**config.mk**
```make
export PLATFORM = sky130hd
export DESIGN_NAME = prefix_carry_adder
export DESIGN_NICKNAME = d
export VERILOG_FILES = /design/src/rtl/pfx_pkg.sv /design/src/rtl/pfx_pregen.sv /design/src/rtl/pfx_node.sv /design/src/rtl/pfx_network.sv /design/src/rtl/prefix_carry_adder.sv
export SDC_FILE = /design/constraint.sdc
export NUM_CORES = 1
export LEC_CHECK = 0
export BUFFER_PORTS_ARGS = -buffer_cell sky130_fd_sc_hd__buf_2
export CAP_MARGIN = 20
export CORE_MARGIN = 2
export CORE_UTILIZATION = 50
export DETAILED_ROUTE_END_ITERATION = 10
export GPL_TIMING_DRIVEN = 0
export HOLD_SLACK_MARGIN = 0.12
export PLACE_DENSITY = 0.83
export SYNTH_ARGS = -nofsm -noshare
export SYNTH_HDL_FRONTEND = slang
export SYNTH_SLANG_ARGS = --single-unit
```
**constraint.sdc**
```tcl
create_clock -name clk -period 5.6 [get_ports clk]
set_clock_uncertainty 0.05 [all_clocks]
set_input_delay 1.12 -clock clk [delete_from_list [all_inputs] [get_ports clk]]
set_output_delay 1.12 -clock clk [all_outputs]
set_load 0.005 [all_outputs]
```
**src/rtl/pfx_pkg.sv**
```systemverilog
package pfx_pkg;

  typedef enum logic [1:0] {
    TOPO_KS = 2'd0,
    TOPO_SK = 2'd1,
    TOPO_BK = 2'd2
  } topo_e;

  // Levels of a plain tree for the given radix: ceil(log_radix(width)).
  function automatic int tree_levels(int radix, int width);
    int lg;
    lg = $clog2(width);
    return (radix == 4) ? (lg + 1) / 2 : lg;
  endfunction

  // Brent-Kung builds an up-sweep followed by a down-sweep.
  function automatic int net_levels(topo_e topo, int radix, int width);
    return (topo == TOPO_BK) ? 2 * tree_levels(radix, width) : tree_levels(radix, width);
  endfunction

  // Bit position that feeds operand slot m of the node at (lvl, idx), or -1.
  // Slot 0 is the node's own (most significant) group; higher slots lie lower.
  function automatic int src_index(topo_e topo, int radix, int width,
                                   int lvl, int idx, int m);
    int nl, sh, s, blk, q, k, base, kk, j, d;
    nl = tree_levels(radix, width);
    sh = (radix == 4) ? 2 : 1;
    if (m == 0) return idx;
    case (topo)
      TOPO_KS: begin
        s = 1 << (lvl * sh);
        j = idx - m * s;
        return (j >= 0) ? j : -1;
      end
      TOPO_SK: begin
        s    = 1 << (lvl * sh);
        blk  = s * radix;
        q    = idx % blk;
        k    = q / s;
        base = idx - q;
        if (m > k) return -1;
        return base + (k - m) * s + s - 1;
      end
      default: begin
        if (lvl < nl) begin
          s = 1 << (lvl * sh);
          if ((((idx + 1) % (s * radix)) == 0) || (idx == width - 1)) begin
            j = idx - m * s;
            return (j >= 0) ? j : -1;
          end
          return -1;
        end
        d   = lvl - nl;
        s   = 1 << ((nl - 1 - d) * sh);
        blk = s * radix;
        if ((((idx + 1) % s) != 0) || (((idx + 1) % blk) == 0) || (idx == width - 1))
          return -1;
        base = (idx + 1) - ((idx + 1) % blk);
        kk   = (idx + 1 - base) / s - 1;
        if (m <= kk) return idx - m * s;
        if ((m == kk + 1) && (base > 0)) return base - 1;
        return -1;
      end
    endcase
  endfunction

  function automatic int op_count(topo_e topo, int radix, int width, int lvl, int idx);
    int n;
    n = 0;
    for (int m = 0; m < radix; m++)
      if (src_index(topo, radix, width, lvl, idx, m) >= 0) n++;
    return n;
  endfunction

endpackage

```
**src/rtl/pfx_pregen.sv**
```systemverilog
module pfx_pregen #(
  parameter int WIDTH = 16
) (
  input  logic [WIDTH-1:0] a,
  input  logic [WIDTH-1:0] b,
  output logic [WIDTH-1:0] g,
  output logic [WIDTH-1:0] p
);

  for (genvar i = 0; i < WIDTH; i++) begin : g_bit
    assign g[i] = a[i] & b[i];
    assign p[i] = a[i] ^ b[i];
  end

endmodule

```
**src/rtl/pfx_node.sv**
```systemverilog
module pfx_node #(
  parameter int RADIX = 2
) (
  input  logic [RADIX-1:0] g_i,
  input  logic [RADIX-1:0] p_i,
  output logic             g_o,
  output logic             p_o
);

  logic gacc, pacc;

  // Fold from the lowest group (highest slot) up to the node's own group.
  always_comb begin
    gacc = g_i[RADIX-1];
    pacc = p_i[RADIX-1];
    for (int m = RADIX - 2; m >= 0; m--) begin
      gacc = g_i[m] | (p_i[m] & gacc);
      pacc = p_i[m] & pacc;
    end
  end

  assign g_o = gacc;
  assign p_o = pacc;

endmodule

```
**src/rtl/pfx_network.sv**
```systemverilog
module pfx_network
  import pfx_pkg::*;
#(
  parameter int    WIDTH = 16,
  parameter topo_e TOPO  = TOPO_SK,
  parameter int    RADIX = 2
) (
  input  logic [WIDTH-1:0] g_in,
  input  logic [WIDTH-1:0] p_in,
  output logic [WIDTH-1:0] grp_g,
  output logic [WIDTH-1:0] grp_p
);

  localparam int NLEV = net_levels(TOPO, RADIX, WIDTH);

  for (genvar lv = 0; lv < NLEV; lv++) begin : g_lv
    logic [WIDTH-1:0] gs, ps, go, po;

    if (lv == 0) begin : g_first
      assign gs = g_in;
      assign ps = p_in;
    end else begin : g_next
      assign gs = g_lv[lv-1].go;
      assign ps = g_lv[lv-1].po;
    end

    for (genvar i = 0; i < WIDTH; i++) begin : g_bit
      localparam int NOPS = op_count(TOPO, RADIX, WIDTH, lv, i);
      if (NOPS < 2) begin : g_wire
        assign go[i] = gs[i];
        assign po[i] = ps[i];
      end else begin : g_cell
        logic [RADIX-1:0] og, op;
        for (genvar m = 0; m < RADIX; m++) begin : g_op
          localparam int SRC = src_index(TOPO, RADIX, WIDTH, lv, i, m);
          if (SRC >= 0) begin : g_use
            assign og[m] = gs[SRC];
            assign op[m] = ps[SRC];
          end else begin : g_ident
            assign og[m] = 1'b0;
            assign op[m] = 1'b1;
          end
        end
        pfx_node #(.RADIX(RADIX)) u_node (
          .g_i (og),
          .p_i (op),
          .g_o (go[i]),
          .p_o (po[i])
        );
      end
    end
  end

  assign grp_g = g_lv[NLEV-1].go;
  assign grp_p = g_lv[NLEV-1].po;

endmodule

```
**src/rtl/prefix_carry_adder.sv**
```systemverilog
module prefix_carry_adder
  import pfx_pkg::*;
#(
  parameter int    WIDTH = 16,
  parameter topo_e TOPO  = TOPO_SK,
  parameter int    RADIX = 2
) (
  input  logic             clk,
  input  logic             rst,
  input  logic [WIDTH-1:0] a,
  input  logic [WIDTH-1:0] b,
  input  logic             cin,
  output logic [WIDTH-1:0] sum,
  output logic             cout,
  output logic [WIDTH-1:0] carry
);

  logic [WIDTH-1:0] bit_g, bit_p, grp_g, grp_p;
  logic [WIDTH:0]   cvec;

  pfx_pregen #(.WIDTH(WIDTH)) u_pre (
    .a (a),
    .b (b),
    .g (bit_g),
    .p (bit_p)
  );

  pfx_network #(.WIDTH(WIDTH), .TOPO(TOPO), .RADIX(RADIX)) u_net (
    .g_in  (bit_g),
    .p_in  (bit_p),
    .grp_g (grp_g),
    .grp_p (grp_p)
  );

  // Carry into bit i+1 from the span [i:0] plus the incoming carry.
  assign cvec[0]       = cin;
  assign cvec[WIDTH:1] = grp_g | (grp_p & {WIDTH{cin}});

  always_ff @(posedge clk) begin
    if (rst) begin
      sum   <= '0;
      cout  <= 1'b0;
      carry <= '0;
    end else begin
      sum   <= bit_p ^ cvec[WIDTH-1:0];
      cout  <= cvec[WIDTH];
      carry <= cvec[WIDTH-1:0];
    end
  end

endmodule

```
==> results.cfg <==
[global_route]
grt_first_pass_wirelength_um = 5430
pin_count_of_the_biggest_net_entering_global_routing = 11
globalRouteTotalUtil = 0.200
grt_antenna_before_repair = 0
gr-total-overflow = 0
first_global_vias = 1301

[placed_design]
dp_hpwl_um = 2670
globalplace.congestion = 0.795
portBuffers = 66
dp_slack_ps = 2530
placement_stage_cell_area_um2 = 1970

[synth]
post_synthesis_share_of_cell_area_spent_on_full_adders_half_adders_and_majority_gates = 0.139
synth_warnings = 0
ys.flop_type = sky130_fd_sc_hd__dfxtp_1
synth.mux.area_fraction = 0
synth-seq-area-share = 0.417
ys_types = 41
edff_count_synth = 0
post_synth_and_or_nand_nor_area_fraction = 0.201
synth.ff_latch_count = 33
dominant_combinational_cell_family_by_area_after_synthesis = simple AND/OR/NAND/NOR gates
yosys.area_share.xor_xnor = 0.0332
synth_cells = 161
async_flop_share = 0
mappedNetlistArea_um2 = 1580
syn_nets = 213
synth_compound_area_frac = 0.191
syn-mean-instance-area_um2 = 9.84

[critical_path]
crit_path_top_delay_cell = sky130_fd_sc_hd__a221oi_4
worst_setup_path_start_kind = input pin
timing.critical_path.max_delay_family = compound AO/OA/AOI/OAI gates
critical_path_required_ps = 5740
worst-path-stages = 8
timing.critical_path.slowest_cell_delay_ps = 390
maximum_fanout_along_the_worst_path = 6
crit_path_cells = buf_2, ha_1, and2_4, a221oi_4, a21oi_2, or2_1, a21oi_1, a2111oi_2
path_class = in -> reg
endpoint_kind = register
worst-endpoint-arrival_ps = 2890
timing.critical_path.buf_inv = 1

[detailed_routing]
drt_first_iter_violations = 34
vias_per_cell = 5.03
remaining_drc_errors = 0
wl_per_cell_um = 12.0
drt_pass1_iterations = 4
routed_wirelength_um = 3340
detailroute.via_count = 1404
ant_nets = 0

[die]
io_pins = 68
placement_rows = 20
initial_utilization = 0.523
design.die.area_um2 = 3630
die-height_um = 60.3
core-area_um2 = 3030
floorplan_die_width_um = 60.3

[pwr]
p_sw_frac = 0.294
intPower_w = 0.000374
vdd_ir_drop_max_v = 0.000135
p_leak_nw = 0.996
comb_power_share = 0.263
design_power_total_w = 0.000530
power_density_nw_per_um2 = 262
sequentialPowerShare = 0.500
p_switching_w = 0.000156
power_frac_clock = 0.237

[timing]
final_hold_violation_count = 0
worst_slew_pin_tran_ps = 518
worst_setup_slack_after_layout_ps = 2860
final_max_slew_viol_count = 0
rsz0062_at_grt = false
slew-limit-headroom = 0.655
achievable-frequency_mhz = 364
setup_violations = 0
setup-tns-final_ps = 0
finalCritPeriodShare = 0.490
min_period_ps = 2740

[clock_tree]
htree_num_levels = 2
cts_buffers = 5
clkSlewWorstSetupHoldPaths_ps = 100
post-cts-setup-buffer-count = 0
clock_sink_count = 33
clock_tree_from_tritoncts = done
post_cts_gate_resize_count = 0
root_buffer = sky130_fd_sc_hd__clkbuf_4
cts-hold-fix-buffers = 0
cts-root-to-sink-buffers = 2

[cells_and_area]
layout.core_utilization = 0.667
layout-drive-gt1-share = 0.370
layout.nets = 286
design_area_um2 = 2020
areaGrowthSynthToFinish_pct = 27.6
n_antenna_cell = 0
layout_commonest_cell = sky130_fd_sc_hd__buf_2
most-common-layout-cells = sky130_fd_sc_hd__buf_2, sky130_fd_sc_hd__dfxtp_1, sky130_fd_sc_hd__nor2_1

[min_path]
min_path_type = in -> reg
hold_path.startpoint = cin
hold_path_endpoint = carry[0]
min_delay_path_depth = 3

[status]
run_status = finished, final reports clean

[run]
number_of_violations_of_the_max_capacitance_limit = 0
==> sequential cells by signal, summed over array words and instances, names as in the netlist <==
| signal | count |
|---|---|
| cout | 1 |
| sum | 16 |
| carry | 16 |
==> tightest hold or removal path, delay by kind of cell <==
kind	cells	cell delay, ps
buffers and inverters	2	190
and+or+nand+nor	1	50
==> synthesized netlist by cell type (all sizes together), types with 3 or more instances <==
cell | n | area (um2)
nand2 | 4 | 15.0
o21ai | 4 | 20.0
nor3 | 12 | 75.1
a21oi | 14 | 77.6
ha | 16 | 200
a21o | 3 | 22.5
nand3 | 5 | 37.5
o21a | 3 | 22.5
clkbuf | 3 | 11.3
nor3b | 3 | 22.5
a21boi | 4 | 33.8
nor2 | 22 | 82.6
and3 | 3 | 18.8
inv | 4 | 15.0
xor2 | 5 | 43.8
dfxtp | 33 | 661
==> area by class of cell <==
type | instances | area [um2]
multi-input combinational | 120 | 893
timing repair buffer | 66 | 330
tap | 44 | 55.1
inverter | 4 | 15.0
buffer | 4 | 15.0
fill | 261 | 1010
clock inverter | 2 | 10.0
clock buffer | 6 | 41.3
sequential | 33 | 661
==> worst max path at each step <==
stage	start	endpoint
floorplan	a[3]	sum[12]
global placement	a[3]	sum[12]
detailed placement	a[3]	sum[12]
CTS	a[3]	sum[12]
global route	a[3]	sum[12]
finish	a[3]	sum[12]
==> power by group through the flow <==
stage | clock (W) | combinational, W | sequential (W)
2_1_floorplan | 0 | 0.0000843 | 0.000274
3_3_place_gp | 0 | 0.000136 | 0.000270
3_5_place_dp | 0 | 0.000140 | 0.000270
4_1_cts | 0.000128 | 0.000140 | 0.000265
5_1_grt | 0.000139 | 0.000158 | 0.000267
6_report | 0.000125 | 0.000139 | 0.000265
==> metal layers <==
metal	part of all wire	track usage
met1	0.44	0.242
met2	0.48	0.343
met3	0.068	0.0541
met4	0.0081	0.0603
met5	0	0
==> through the flow <==
| stage | hold WS [ps] | instances |
|---|---|---|
| 3_3_place_gp | 1340 | 271 |
| 5_1_grt | 1020 | 279 |
| 2_1_floorplan | 1220 | 161 |
| 4_1_cts | 1020 | 279 |
| 3_5_place_dp | 1360 | 271 |
| 6_report | 1030 | 279 |
==> kinds of logic after synthesis <==
family / after synthesis
flip-flops: 33
XOR/XNOR: 6
buffers and inverters: 8
AND/OR/NAND/NOR: 58
AO/OA/AOI/OAI: 39
adder cells (fa/ha/maj): 17
(Power assumes the default switching activity.)
